===== src/rtl/rpb_pkg.sv =====
package rpb_pkg;

  typedef enum logic [1:0] {
    ST_IDLE   = 2'd0,
    ST_ALIGN  = 2'd1,
    ST_ACCESS = 2'd2
  } seq_state_t;

endpackage


===== src/rtl/rpb_tick_gen.sv =====
module rpb_tick_gen #(
  parameter int MAX_RATIO = 8,
  parameter int CFG_W     = 4
) (
  input  logic             clk,
  input  logic             rst_n,
  input  logic             load,
  input  logic [CFG_W-1:0] cfg_ratio,
  output logic             tick
);

  localparam int RQ_W  = $clog2(MAX_RATIO + 1);
  localparam int CNT_W = (MAX_RATIO > 1) ? $clog2(MAX_RATIO) : 1;

  logic [RQ_W-1:0]  ratio_q;
  logic [RQ_W-1:0]  ratio_next;
  logic [CNT_W-1:0] cnt;
  logic [RQ_W-1:0]  cnt_ext;

  // clamp the requested ratio into 1..MAX_RATIO
  always_comb begin
    if (cfg_ratio == '0)
      ratio_next = RQ_W'(1);
    else if (int'(cfg_ratio) > MAX_RATIO)
      ratio_next = RQ_W'(MAX_RATIO);
    else
      ratio_next = RQ_W'(cfg_ratio);
  end

  assign cnt_ext = RQ_W'(cnt);
  assign tick    = (cnt_ext + RQ_W'(1)) >= ratio_q;

  always_ff @(posedge clk) begin
    if (!rst_n) begin
      ratio_q <= RQ_W'(1);
      cnt     <= '0;
    end else begin
      if (load) ratio_q <= ratio_next;
      cnt <= tick ? '0 : cnt + CNT_W'(1);
    end
  end

  // checker state: cycles since last tick, and whether the ratio held since then
  logic [RQ_W-1:0] gap;
  logic            period_ok;

  always_ff @(posedge clk) begin
    if (!rst_n) begin
      gap       <= '0;
      period_ok <= 1'b0;
    end else begin
      gap <= tick ? '0 : ((gap == '1) ? gap : gap + RQ_W'(1));
      if (load && (ratio_next != ratio_q)) period_ok <= 1'b0;
      else if (tick)                       period_ok <= 1'b1;
    end
  end

  p_tick_period_r1: assert property (@(posedge clk) disable iff (!rst_n)
    (tick && period_ok) |-> ((gap + RQ_W'(1)) == ratio_q));

  p_ratio_range_r1: assert property (@(posedge clk) disable iff (!rst_n)
    (ratio_q != '0) && (int'(ratio_q) <= MAX_RATIO));

endmodule


===== src/rtl/rpb_hold_reg.sv =====
module rpb_hold_reg #(
  parameter int W = 8
) (
  input  logic         clk,
  input  logic         rst_n,
  input  logic         en,
  input  logic [W-1:0] d,
  output logic [W-1:0] q
);

  always_ff @(posedge clk) begin
    if (!rst_n)  q <= '0;
    else if (en) q <= d;
  end

endmodule


===== src/rtl/rpb_seq.sv =====
module rpb_seq
  import rpb_pkg::*;
(
  input  logic clk,
  input  logic rst_n,
  input  logic req_valid,
  input  logic req_write,
  input  logic tick,
  input  logic per_ready,
  input  logic cmd_write,
  output logic req_ready,
  output logic accept,
  output logic per_sel,
  output logic rsp_valid,
  output logic rd_capture,
  output logic ratio_load
);

  seq_state_t st, st_nxt;
  logic       finish;

  assign req_ready  = (st == ST_IDLE);
  assign accept     = req_valid && req_ready;
  assign per_sel    = (st == ST_ACCESS);
  assign ratio_load = (st == ST_IDLE) && !req_valid;
  assign rd_capture = finish && !cmd_write;

  always_comb begin
    st_nxt = st;
    finish = 1'b0;
    unique case (st)
      ST_IDLE: begin
        // a read may launch on the tick it arrives in; a write is staged first
        if (req_valid) st_nxt = (!req_write && tick) ? ST_ACCESS : ST_ALIGN;
      end
      ST_ALIGN: begin
        if (tick) st_nxt = ST_ACCESS;
      end
      ST_ACCESS: begin
        if (tick && per_ready) begin
          st_nxt = ST_IDLE;
          finish = 1'b1;
        end
      end
      default: st_nxt = ST_IDLE;
    endcase
  end

  always_ff @(posedge clk) begin
    if (!rst_n) begin
      st        <= ST_IDLE;
      rsp_valid <= 1'b0;
    end else begin
      st        <= st_nxt;
      rsp_valid <= finish;
    end
  end

  p_min_latency_r7: assert property (@(posedge clk) disable iff (!rst_n)
    accept |=> !rsp_valid);

  p_rsp_pulse_r7: assert property (@(posedge clk) disable iff (!rst_n)
    rsp_valid |=> !rsp_valid);

  p_offtick_ignored_r5: assert property (@(posedge clk) disable iff (!rst_n)
    (per_sel && !tick) |=> per_sel);

  p_ready_in_rsp_r6: assert property (@(posedge clk) disable iff (!rst_n)
    rsp_valid |-> req_ready);

  p_no_accept_busy_r9: assert property (@(posedge clk) disable iff (!rst_n)
    per_sel |-> !req_ready);

  p_write_staged_r4: assert property (@(posedge clk) disable iff (!rst_n)
    (accept && req_write) |=> !per_sel);

endmodule


===== src/rtl/ratio_periph_bridge.sv =====
module ratio_periph_bridge #(
  parameter int ADDR_W    = 16,
  parameter int DATA_W    = 32,
  parameter int CFG_W     = 4,
  parameter int MAX_RATIO = 8
) (
  input  logic              clk,
  input  logic              rst_n,
  input  logic [CFG_W-1:0]  cfg_ratio,
  input  logic              req_valid,
  output logic              req_ready,
  input  logic              req_write,
  input  logic [ADDR_W-1:0] req_addr,
  input  logic [DATA_W-1:0] req_wdata,
  output logic              rsp_valid,
  output logic [DATA_W-1:0] rsp_rdata,
  output logic              per_tick,
  output logic              per_sel,
  output logic              per_write,
  output logic [ADDR_W-1:0] per_addr,
  output logic [DATA_W-1:0] per_wdata,
  input  logic              per_ready,
  input  logic [DATA_W-1:0] per_rdata
);

  localparam int CMD_W = 1 + ADDR_W + DATA_W;

  logic             accept;
  logic             rd_capture;
  logic             ratio_load;
  logic [CMD_W-1:0] cmd_q;

  rpb_tick_gen #(
    .MAX_RATIO (MAX_RATIO),
    .CFG_W     (CFG_W)
  ) u_tick (
    .clk       (clk),
    .rst_n     (rst_n),
    .load      (ratio_load),
    .cfg_ratio (cfg_ratio),
    .tick      (per_tick)
  );

  rpb_hold_reg #(.W(CMD_W)) u_cmd (
    .clk   (clk),
    .rst_n (rst_n),
    .en    (accept),
    .d     ({req_write, req_addr, req_wdata}),
    .q     (cmd_q)
  );

  assign {per_write, per_addr, per_wdata} = cmd_q;

  rpb_hold_reg #(.W(DATA_W)) u_rdata (
    .clk   (clk),
    .rst_n (rst_n),
    .en    (rd_capture),
    .d     (per_rdata),
    .q     (rsp_rdata)
  );

  rpb_seq u_seq (
    .clk        (clk),
    .rst_n      (rst_n),
    .req_valid  (req_valid),
    .req_write  (req_write),
    .tick       (per_tick),
    .per_ready  (per_ready),
    .cmd_write  (per_write),
    .req_ready  (req_ready),
    .accept     (accept),
    .per_sel    (per_sel),
    .rsp_valid  (rsp_valid),
    .rd_capture (rd_capture),
    .ratio_load (ratio_load)
  );

  p_rdata_hold_r8: assert property (@(posedge clk) disable iff (!rst_n)
    !rsp_valid |-> $stable(rsp_rdata));

  p_cmd_stable_r9: assert property (@(posedge clk) disable iff (!rst_n)
    (per_sel && $past(per_sel)) |-> ($stable(per_addr) && $stable(per_wdata) && $stable(per_write)));

endmodule


===== config.mk =====
export PLATFORM = sky130hd
export DESIGN_NAME = ratio_periph_bridge
export DESIGN_NICKNAME = d
export VERILOG_FILES = /design/src/rtl/rpb_pkg.sv /design/src/rtl/rpb_tick_gen.sv /design/src/rtl/rpb_hold_reg.sv /design/src/rtl/rpb_seq.sv /design/src/rtl/ratio_periph_bridge.sv
export SDC_FILE = /design/constraint.sdc
export NUM_CORES = 1
export LEC_CHECK = 0
export BUFFER_PORTS_ARGS = -buffer_cell sky130_fd_sc_hd__buf_2
export CAP_MARGIN = 20
export CORE_UTILIZATION = 49
export CTS_CLUSTER_SIZE = 12
export DETAILED_ROUTE_END_ITERATION = 6
export PLACE_DENSITY = 0.9
export SLEW_MARGIN = 20
export SYNTH_ARGS = -nofsm -noshare
export SYNTH_HDL_FRONTEND = slang
export SYNTH_SLANG_ARGS = --single-unit

===== constraint.sdc =====
create_clock -name clk -period 3.5 [get_ports clk]
set_input_delay 0.35 -clock clk [delete_from_list [all_inputs] [get_ports clk]]
set_output_delay 0.35 -clock clk [all_outputs]
set_load 0.01 [all_outputs]

==> impl_metrics.env, run 1 <==
export IMPL_p_per_area_nw_per_um2=588
export IMPL_dieHeight_um=87.8
export IMPL_postCtsSetupBuffers=0
export IMPL_pwr_share_comb=0.287
export IMPL_syn_area_sq_um=3610
export IMPL_ys_seq_elements=91
export IMPL_totalWireLength_mm=8.39
export IMPL_cp_top_family="simple AND/OR/NAND/NOR gates"
export IMPL_cts_made_buffers=9
export IMPL_port_buffers=173
export IMPL_hpwlAfterDp_mm=6.26
export IMPL_dieArea_sq_um=7720
export IMPL_grt_pass1_wl_mm=12.8
export IMPL_core_area_sq_um=6940
export IMPL_drtIter0Drc=108
export IMPL_wire_per_inst_um=12.6
export IMPL_htree_num_levels=3
export IMPL_synth_simple_area_share=0.219
export IMPL_grtUsageMet1=0.237
export IMPL_synth_xor_xnor_area_share=0.00243
export IMPL_fin_hold_ws_ps=234
export IMPL_ys_types=30
export IMPL_drtAntennaViolNets=0
export IMPL_arrival_ps=2400
export IMPL_muxShareOfSynthArea=0.0915
export IMPL_io_pins=174
export IMPL_grt_use_total=0.214
export IMPL_fmax_ghz=0.363
export IMPL_synth_compound_gate_area_share=0.121
export IMPL_post_route_period_util=0.786
export IMPL_tightest_slew_ps=864
export IMPL_clockBufferDepth=2
export IMPL_cts_resized=0
export IMPL_netlist_area_leader_share=0.505
export IMPL_start_kind="flop"
export IMPL_n_antenna_cell=0
export IMPL_setup_viol=0
export IMPL_min_period_ps=2750
export IMPL_fillers=602
export IMPL_syn_inst=409
export IMPL_yosys_warnings=0
export IMPL_p_switching_uw=903
export IMPL_slew_viol_final=0
export IMPL_cellLeakagePower_nw=2.21
export IMPL_drive_gt1_frac=0.343
export IMPL_syn_area_per_cell_sq_um=8.83
export IMPL_synth_top_area_cell="dfxtp_1"
export IMPL_rows=30
export IMPL_worstReg2RegStart="u_tick.cnt[0]$_SDFF_PP0_"
export IMPL_fin_setup_tns_ps=0
export IMPL_cts_tree="built"
export IMPL_p_int_mw=1.85
export IMPL_critPathLaunch="u_tick.cnt[0]$_SDFF_PP0_"
export IMPL_dp_cells=653
export IMPL_crit_top_cell="ha_1"
export IMPL_die_w_um=87.8
export IMPL_clk_pin_slew_ps=90
export IMPL_path_max_fanout=4
export IMPL_grt_met2_usage=0.390
export IMPL_cp_slowest_stage_delay_ps=410
export IMPL_worstPathCellList="ha_1 > xor2_1 > ha_1 > o21a_1 > nor2_1 > or2_1 > inv_1 > buf_2"
export IMPL_dr_total_vias=3166
export IMPL_cts_sinks=91
export IMPL_crit_type="reg -> out"
export IMPL_irDropWorstVdd_mv=0.348
export IMPL_grtUsageMet3=0.0443
export IMPL_hold_viol=0
export IMPL_ys_seq_area_frac=0.505
export IMPL_seq_power_share=0.454
export IMPL_grt_busiest_layer="met2"
export IMPL_postCtsHoldBufs=0
export IMPL_clock_skew_ps=10.7
export IMPL_route_detailed_drc=0
export IMPL_clkPwrFrac=0.259
export IMPL_hp_start="req_wdata[23]"
export IMPL_antenna_found_initial=0
export IMPL_via_per_inst=4.74
export IMPL_reg2reg_depth=8
export IMPL_area_growth_pct=29.8
export IMPL_slew_headroom=0.424
export IMPL_dr_pass1_iters=5
export IMPL_gp_congestion=0.786
export IMPL_nNetsFinal=662
export IMPL_synth_top_family_by_area="simple AND/OR/NAND/NOR gates"
export IMPL_rsz0062_at_grt="no"
export IMPL_worst_path_stages=8
export IMPL_min_path_cells=3
export IMPL_grt_overflow=0
export IMPL_clock_tree_root_cell="clkbuf_8"
export IMPL_grt_max_degree=77
export IMPL_hp_class="in -> reg"
export IMPL_status="completed"
export IMPL_cp_required_ps=3150
export IMPL_yosys_area_share_adder=0.0173
export IMPL_syn_nets=503
export IMPL_r2r_slack_ps=750
export IMPL_start_util=0.520
export IMPL_clk_insertion_delay_late_ps=350
export IMPL_endpoint_kind="primary output"
export IMPL_grt_pass1_vias=2956
export IMPL_crit_buf_inv=2
export IMPL_slowest_stage="dfxtp_1"
export IMPL_swShare=0.328
export IMPL_synth_area_leaders="dfxtp_1 (50%), nand2_1 (17%), a21boi_0 (10%), mux2i_1 (9.1%), clkbuf_1 (1.9%)"
export IMPL_cap_violations=0
export IMPL_fin_cells=668
## worst paths after layout
kind / to
setup / recovery: per_tick
hold reg to reg: u_rdata.q[10]$_SDFFE_PN0P_
setup reg to reg: u_rdata.q[7]$_SDFFE_PN0P_
hold / removal: u_cmd.q[23]$_SDFFE_PN0P_
## synth_stat cells
master     count
nand2b_4       1
nor3b_2        1
nand3b_1       1
o21a_1         1
dfxtp_1       91
or2_1          1
clkbuf_1      18
nand2_1      165
buf_6          3
nor2b_1        4
a21oi_1        2
and2_1         1
nor3_1         1
mux2i_1       33
and3_1         4
o211ai_1       1
and2b_1        1
o32ai_1        1
buf_2          6
o311ai_0       1
nor3b_1        3
nor3_4         1
nor2_1         5
or3_1          1
a2111oi_4      1
xor2_1         1
a21boi_0      49
buf_4          1
inv_1          5
ha_1           5
## sequential cells by signal (all words and copies together) (netlist names)
| name | count |
|---|---|
| u_cmd.q | 49 |
| u_seq.rsp_valid | 1 |
| u_rdata.q | 32 |
| u_seq.st | 2 |
| u_tick.ratio_q | 4 |
| u_tick.cnt | 3 |
## cells in the final DEF (no fill, tap or decap), types with 2 or more instances in the layout
cell type / n
buf_2: 172
nand2_1: 165
dfxtp_1: 91
a21boi_0: 49
mux2i_1: 33
clkbuf_8: 10
inv_1: 5
nor2_1: 5
ha_1: 5
and3_1: 4
nor2b_1: 4
buf_4: 4
nor3b_1: 3
clkinv_4: 3
a21oi_1: 2
## power by group through the flow
| stage | clock, mW | sequential, mW | combinational, mW |
|---|---|---|---|
| 2_1_floorplan | 0 | 1.33 | 0.482 |
| 3_3_place_gp | 0 | 1.27 | 0.771 |
| 5_1_grt | 0.767 | 1.27 | 0.881 |
| 6_report | 0.713 | 1.25 | 0.791 |
| 4_1_cts | 0.727 | 1.25 | 0.801 |
| 3_5_place_dp | 0 | 1.28 | 0.800 |
## kinds of logic after synthesis
group	Yosys count
AO/OA/AOI/OAI	56
XOR/XNOR	1
adder cells (fa/ha/maj)	5
buffers and inverters	33
flip-flops	91
multiplexers	33
AND/OR/NAND/NOR	190
## layer usage
| metal | up-vias | routed length (um) | part of all wire |
|---|---|---|---|
| li1 | 1637 | - | - |
| met1 | 1416 | 3490 | 0.42 |
| met2 | 96 | 4330 | 0.52 |
| met3 | 17 | 387 | 0.046 |
| met4 | 0 | 178 | 0.021 |
| met5 | - | 0 | 0 |
## worst reg2reg max path, stage by stage (launching register included)
cell	delay, ps
dfxtp_1	410
ha_1	190
xor2_1	220
ha_1	270
o21a_1	170
nor2_1	110
nor3_4	610
buf_4	450
mux2i_1	250
## metrics by stage
stage | util | setup WS [ps] | power (mW) | area [sq um]
global placement | 0.646 | 1000 | 2.04 | 4480
finish | 0.675 | 748 | 2.76 | 4690
CTS | 0.675 | 761 | 2.78 | 4690
detailed placement | 0.646 | 775 | 2.08 | 4480
global route | 0.675 | 570 | 2.92 | 4690
floorplan | - | 1540 | 1.81 | 3610
## area by class of cell
type / instances / area (sq um) / share of cell area
sequential: 91 / 1820 / 0.389
multi-input combinational: 285 / 1630 / 0.348
timing repair buffer: 176 / 891 / 0.190
clock buffer: 10 / 138 / 0.0294
tap: 96 / 120 / 0.0256
clock inverter: 5 / 63.8 / 0.0136
inverter: 5 / 18.8 / 0.00401
Note: power is estimated with default switching activity, not from simulation.
==> run 2: changes to the inputs <==
--- a/config.mk
+++ b/config.mk
@@ -5,12 +5,13 @@
 export SDC_FILE = /design/constraint.sdc
 export NUM_CORES = 1
 export LEC_CHECK = 0
+export ABC_AREA = 1
 export BUFFER_PORTS_ARGS = -buffer_cell sky130_fd_sc_hd__buf_2
 export CAP_MARGIN = 20
-export CORE_UTILIZATION = 49
+export CORE_UTILIZATION = 41
 export CTS_CLUSTER_SIZE = 12
 export DETAILED_ROUTE_END_ITERATION = 6
-export PLACE_DENSITY = 0.9
+export PLACE_DENSITY = 0.81
 export SLEW_MARGIN = 20
 export SYNTH_ARGS = -nofsm -noshare
 export SYNTH_HDL_FRONTEND = slang
==> constraint.sdc (replaced) <==
create_clock -name clk -period 2.5 [get_ports clk]
set_input_delay 0.25 -clock clk [delete_from_list [all_inputs] [get_ports clk]]
set_output_delay 0.25 -clock clk [all_outputs]
set_load 0.01 [all_outputs]
==> run 2 against run 1 <==
- critical path depth up 1
- sequential share of layout area about the same
- hold slack got worse by 110 ps
- sequential cell count is the same
- die area up 17%
- routed wire length increased by 4.8%
- final area grew 0.11%
- non-clock buffer count up 3
- clock-buffer cell count unchanged
- global-route usage decreased by 2.0 points
- register-to-register slack got worse by 520 ps
- largest power group unchanged
==> impl_metrics.env, run 2 <==
export IMPL_status="completed"
export IMPL_p_switching_mw=1.76
export IMPL_grt_max_degree=51
export IMPL_cp_slowest_stage_delay_ps=350
export IMPL_irDropWorstVdd_mv=0.462
export IMPL_clockBufferDepth=2
export IMPL_grt_pass1_vias=3225
export IMPL_worst_path_stages=9
export IMPL_nNetsFinal=752
export IMPL_postSynth_asyncResetShare=0
export IMPL_netlist_area_leader_share=0.513
export IMPL_p_total_mw=4.68
export IMPL_seq_power_share=0.420
export IMPL_r2r_end="u_rdata.q[13]$_SDFFE_PN0P_"
export IMPL_syn_nets=587
export IMPL_highest_layer="met4"
export IMPL_clkPwrFrac=0.211
export IMPL_slowest_stage="dfxtp_1"
export IMPL_ys_seq_elements=91
export IMPL_cap_violations=0
export IMPL_ff_latch_area_sq_um=1820
export IMPL_synth_top_cells_by_count="nor2_1 (167), dfxtp_1 (91), nand2_1 (84)"
export IMPL_totalWireLength_mm=8.79
export IMPL_fillers=808
export IMPL_synth_top_area_cell="dfxtp_1"
export IMPL_drive_gt1_frac=0.308
export IMPL_tightest_slew_ps=652
export IMPL_critPathLaunch="u_tick.cnt[0]$_SDFF_PP0_"
export IMPL_dr_total_vias=3503
export IMPL_path_max_fanout=5
export IMPL_crit_type="reg -> out"
export IMPL_postCtsHoldBufs=0
export IMPL_via_per_inst=4.56
export IMPL_layout_common_cells="buf_2 (173), nor2_1 (167), dfxtp_1 (91)"
export IMPL_io_pins=174
export IMPL_fin_hold_ws_ps=120
export IMPL_multi_input_area_sq_um=1410
export IMPL_worstReg2RegStart="u_tick.cnt[0]$_SDFF_PP0_"
export IMPL_synth_area_leaders="dfxtp_1 (51%), nor2_1 (18%), nand2_1 (8.9%), o21ai_0 (7.0%), inv_1 (4.8%)"
export IMPL_dieArea_sq_um=9040
export IMPL_finalInstanceArea_sq_um=4690
export IMPL_cp_required_ps=2250
export IMPL_die_w_um=95.1
export IMPL_cts_resized=0
export IMPL_ys_flop_type="dfxtp_1"
export IMPL_htree_num_levels=3
export IMPL_ys_types=24
export IMPL_fmax_ghz=0.432
export IMPL_drtIter0Drc=68
export IMPL_start_kind="flop"
export IMPL_post_route_period_util=0.927
export IMPL_largest_reg_flops=49
export IMPL_grt_use_total=0.194
export IMPL_yosys_warnings=0
export IMPL_setup_slack_ps=183
export IMPL_clk_insertion_delay_late_ps=350
export IMPL_clock_tree_root_cell="clkbuf_8"
export IMPL_cp_top_family="simple AND/OR/NAND/NOR gates"
export IMPL_met1_length_mm=3.57
export IMPL_area_growth_pct=32.1
export IMPL_cts_tree="built"
export IMPL_rows=33
export IMPL_clock_skew_ps=8.54
export IMPL_fin_setup_tns_ps=0
export IMPL_post_route_util=0.565
export IMPL_cts_sinks=91
export IMPL_grt_overflow=0
export IMPL_dieHeight_um=95.1
export IMPL_core_area_sq_um=8300
export IMPL_worstPathCellList="ha_1 > or2_2 > nand2_1 > ha_1 > nand2_1 > clkinv_1 > nand2_2 > nand3_4 > buf_2"
export IMPL_clk_pin_slew_ps=90
export IMPL_endpoint_kind="primary output"
export IMPL_slew_headroom=0.565
export IMPL_fin_cells=769
export IMPL_crit_buf_inv=2
export IMPL_start_util=0.428
export IMPL_drtAntennaViolNets=0
export IMPL_dr_pass1_iters=4
export IMPL_p_int_mw=2.92
export IMPL_syn_area_sq_um=3550
export IMPL_swShare=0.376
export IMPL_slew_viol_final=0
export IMPL_syn_area_per_cell_sq_um=7.21
export IMPL_final_common_cell="buf_2"
export IMPL_r2r_slack_ps=230
export IMPL_top_regs="u_cmd.q (49), u_rdata.q (32), u_tick.ratio_q (4)"
export IMPL_pwr_share_comb=0.369
export IMPL_cellLeakagePower_nw=2.57
export IMPL_wire_per_inst_um=11.4
export IMPL_synth_edf_count=0
export IMPL_setup_viol=0
export IMPL_cts_made_buffers=9
export IMPL_wl_met3_um=554
export IMPL_dp_cells=752
export IMPL_postCtsSetupBuffers=0
export IMPL_p_per_area_nw_per_um2=998
export IMPL_rsz0062_at_grt="no"
export IMPL_hp_start="per_rdata[18]"
export IMPL_syn_inst=493
export IMPL_min_period_ps=2320
export IMPL_dp_slack_ps=244
export IMPL_gp_congestion=0.796
export IMPL_ys_seq_area_frac=0.513
export IMPL_port_buffers=173
export IMPL_met2_length_mm=4.40
export IMPL_yosysMostFrequentCell="nor2_1"
export IMPL_reg2reg_depth=13
export IMPL_hp_class="in -> reg"
export IMPL_arrival_ps=2070
export IMPL_place_area_sq_um=4500
export IMPL_grt_pass1_wl_mm=13.8
export IMPL_antenna_found_initial=1
export IMPL_hold_viol=0
export IMPL_route_detailed_drc=0
export IMPL_crit_end="per_tick"
export IMPL_largest_register="u_cmd.q"
export IMPL_hpwlAfterDp_mm=6.34
## run 2: changes by cell type after synthesis, sizes merged, moves of 33 or more
| cell | before | now |
|---|---|---|
| a21boi | 49 | 0 |
| inv | 5 | 47 |
| mux2i | 33 | 0 |
| nand2 | 165 | 87 |
| nor2 | 5 | 168 |
| o21ai | 0 | 50 |
## run 2: worst register-to-register path, delay by kind of cell (launching register included)
family,cells,cell delay (ps)
fa+ha+maj,2,440
buf+inv,2,310
flops,1,350
simple gates,9,1090
## run 2: logic make-up after synthesis
family          Yosys count  share of synthesized area
compound gates           60                     0.0867
fa+ha+maj                 5                     0.0176
buf+inv                  74                     0.0902
simple gates            263                      0.293
flops                    91                      0.513
## run 2: worst min-delay path by stage
| stage | end | cells past startpoint |
|---|---|---|
| 5_1_grt | u_rdata.q[2]$_SDFFE_PN0P_ | 3 |
| 3_5_place_dp | u_tick.ratio_q[1]$_SDFFE_PN0P_ | 2 |
| 2_1_floorplan | u_rdata.q[19]$_SDFFE_PN0P_ | 2 |
| 3_3_place_gp | u_tick.cnt[0]$_SDFF_PP0_ | 1 |
| 6_report | u_rdata.q[18]$_SDFFE_PN0P_ | 3 |
| 4_1_cts | u_tick.ratio_q[0]$_SDFFE_PN1P_ | 3 |
## run 2: power by group through the flow
stage | Combinational [mW] | Clock (mW) | Sequential, mW
6_report | 1.73 | 0.987 | 1.97
5_1_grt | 1.95 | 1.08 | 2.01
4_1_cts | 1.74 | 1.03 | 1.97
3_5_place_dp | 1.74 | 0 | 2.00
3_3_place_gp | 1.67 | 0 | 1.98
2_1_floorplan | 0.978 | 0 | 2.14
## run 2: area by class of cell
| class | instances | area share |
|---|---|---|
| flip-flops and latches | 91 | 0.388 |
| multi-input cells | 328 | 0.301 |
| repair buffers | 179 | 0.202 |
| inverters | 49 | 0.0392 |
| well taps | 105 | 0.0280 |
| clock buffers | 10 | 0.0272 |
| clock inverters | 6 | 0.0139 |
| diodes | 1 | 0.000533 |
## run 2: metal layers
| metal | vias to the layer above | global-route usage |
|---|---|---|
| met5 | - | 0 |
| met4 | 0 | 0.0985 |
| met3 | 21 | 0.0439 |
| met2 | 108 | 0.354 |
| met1 | 1550 | 0.209 |
| li1 | 1824 | - |
==> run 3: changes to the inputs <==
--- a/config.mk
+++ b/config.mk
@@ -8,10 +8,12 @@
 export ABC_AREA = 1
 export BUFFER_PORTS_ARGS = -buffer_cell sky130_fd_sc_hd__buf_2
 export CAP_MARGIN = 20
-export CORE_UTILIZATION = 41
+export CELL_PAD_IN_SITES_DETAIL_PLACEMENT = 0
+export CELL_PAD_IN_SITES_GLOBAL_PLACEMENT = 1
+export CORE_UTILIZATION = 28
 export CTS_CLUSTER_SIZE = 12
 export DETAILED_ROUTE_END_ITERATION = 6
-export PLACE_DENSITY = 0.81
+export PLACE_DENSITY = 0.82
 export SLEW_MARGIN = 20
 export SYNTH_ARGS = -nofsm -noshare
 export SYNTH_HDL_FRONTEND = slang
==> run 3 against run 2 <==
- non-clock buffer count decreased by 1
- utilization decreased by 17 points
- clock skew increased by 2.8 ps
- fmax increased by 1.0%
- sequential cell count unchanged
- via count increased by 0.63%
- first-iteration DRC count increased by 72%
- power increased by 7.5%
- final cell count increased by 7.9%
- hold slack improved by 11 ps
- critical path depth unchanged
- clock power increased by 37%
- largest cell class unchanged
- largest power group unchanged
- highest routed layer unchanged
==> impl_metrics.env, run 3 (synthesized netlist as in run 2, its figures left out) <==
export IMPL_core_area_sq_um=12200
export IMPL_grt_pass1_wl_mm=14.7
export IMPL_crit_type="reg -> out"
export IMPL_nNetsFinal=751
export IMPL_path_max_fanout=5
export IMPL_dr_pass1_iters=4
export IMPL_endpoint_kind="primary output"
export IMPL_largest_reg_flops=49
export IMPL_grt_max_degree=65
export IMPL_rows=40
export IMPL_cellLeakagePower_nw=2.60
export IMPL_grtUsageMet1=0.163
export IMPL_status="completed"
export IMPL_dr_total_vias=3525
export IMPL_rsz0062_at_grt="no"
export IMPL_grt_overflow=0
export IMPL_clock_skew_ps=11.3
export IMPL_grt_busiest_layer="met2"
export IMPL_area_growth_pct=36.6
export IMPL_slew_viol_final=0
export IMPL_gp_congestion=0.755
export IMPL_hold_viol=0
export IMPL_layout_common_cells="buf_2 (173), nor2_1 (167), dfxtp_1 (91)"
export IMPL_clockBufferDepth=2
export IMPL_largest_register="u_cmd.q"
export IMPL_p_per_area_nw_per_um2=1040
export IMPL_drive_gt1_frac=0.306
export IMPL_start_kind="flop"
export IMPL_fin_hold_ws_ps=131
export IMPL_r2r_slack_ps=290
export IMPL_irDropWorstVdd_mv=0.343
export IMPL_grt_pass1_vias=3240
export IMPL_final_common_cell="buf_2"
export IMPL_reg2reg_depth=13
export IMPL_top_regs="u_cmd.q (49), u_rdata.q (32), u_tick.ratio_q (4)"
export IMPL_r2r_end="u_rdata.q[4]$_SDFFE_PN0P_"
export IMPL_arrival_ps=2040
export IMPL_drtAntennaViolNets=0
export IMPL_hpwlAfterDp_mm=6.72
export IMPL_dp_cells=814
export IMPL_antenna_found_initial=1
export IMPL_fin_cells=830
export IMPL_totalWireLength_mm=9.20
export IMPL_grtUsageMet3=0.0349
export IMPL_via_per_inst=4.25
export IMPL_die_w_um=115
export IMPL_hp_class="in -> reg"
export IMPL_fillers=1318
export IMPL_clk_pin_slew_ps=70
export IMPL_postCtsHoldBufs=0
export IMPL_port_buffers=173
export IMPL_cts_tree="built"
export IMPL_fin_setup_tns_ps=0
export IMPL_dieHeight_um=115
export IMPL_htree_num_levels=3
export IMPL_dieArea_sq_um=13100
export IMPL_cts_sinks=91
export IMPL_setup_viol=0
export IMPL_fmax_ghz=0.436
export IMPL_cts_resized=0
export IMPL_holdPathEnd="u_tick.ratio_q[0]$_SDFFE_PN1P_"
export IMPL_postCtsSetupBuffers=0
export IMPL_post_route_util=0.397
export IMPL_grt_met2_usage=0.245
export IMPL_cp_required_ps=2250
export IMPL_start_util=0.291
export IMPL_hp_start="cfg_ratio[0]"
export IMPL_post_route_period_util=0.917
export IMPL_cap_violations=0
export IMPL_cts_made_buffers=9
export IMPL_route_detailed_drc=0
export IMPL_io_pins=174
export IMPL_min_period_ps=2290
export IMPL_worstReg2RegStart="u_tick.cnt[0]$_SDFF_PP0_"
export IMPL_clk_insertion_delay_late_ps=340
export IMPL_min_path_cells=3
export IMPL_drtIter0Drc=117
export IMPL_grt_use_total=0.145
export IMPL_wire_per_inst_um=11.1
export IMPL_tightest_slew_ps=488
export IMPL_clock_tree_root_cell="clkbuf_16"
export IMPL_slew_headroom=0.675
run 3: how the worst max path moves through the flow:
stage / end / from / slack (ps)
floorplan: u_rdata.q[0]$_SDFFE_PN0P_ / u_tick.cnt[0]$_SDFF_PP0_ / 520
finish: per_tick / u_tick.cnt[0]$_SDFF_PP0_ / 210
global route: per_tick / u_tick.cnt[0]$_SDFF_PP0_ / 90
global placement: u_rdata.q[18]$_SDFFE_PN0P_ / u_tick.cnt[0]$_SDFF_PP0_ / 370
CTS: per_tick / u_tick.cnt[0]$_SDFF_PP0_ / 180
detailed placement: u_rdata.q[8]$_SDFFE_PN0P_ / u_tick.cnt[0]$_SDFF_PP0_ / 300
run 3: critical path, cell delays in order (launching register included):
cell and delay [ps]:
dfxtp_1 340, ha_1 210, or2_2 300, nand2_1 60
ha_1 220, nand2_1 80, clkinv_1 100, nand2_2 110
nand3_4 110, buf_2 170
run 3: area by class of cell:
| class | instances | area (sq um) | area share |
|---|---|---|---|
| inverters | 49 | 184 | 0.0379 |
| clock inverters | 4 | 51.3 | 0.0106 |
| flip-flops and latches | 91 | 1820 | 0.376 |
| clock buffers | 11 | 243 | 0.0500 |
| well taps | 168 | 210 | 0.0433 |
| repair buffers | 178 | 928 | 0.191 |
| multi-input cells | 328 | 1410 | 0.291 |
| diodes | 1 | 2.50 | 0.000516 |
run 3: report_power, final:
| group | internal [mW] | switching, mW | total, mW |
|---|---|---|---|
| sequential | 1.79 | 0.176 | 1.97 |
| combinational | 0.654 | 1.05 | 1.71 |
| clock | 0.797 | 0.555 | 1.35 |
| total | 3.25 | 1.78 | 5.03 |
run 3: metrics by stage:
step,instance area [sq um],worst slack (ps),total power [mW]
global route,4850,92.2,5.41
global placement,4550,373,3.68
detailed placement,4550,301,3.73
finish,4850,207,5.03
floorplan,3550,517,3.12
CTS,4850,182,5.10
run 3: per-layer routing:
| layer | share of wire | vias to the layer above | routed length (um) |
|---|---|---|---|
| met5 | 0 | - | 0 |
| met4 | 0.030 | 0 | 277 |
| met3 | 0.058 | 18 | 531 |
| met2 | 0.48 | 105 | 4440 |
| met1 | 0.43 | 1577 | 3960 |
| li1 | - | 1825 | - |
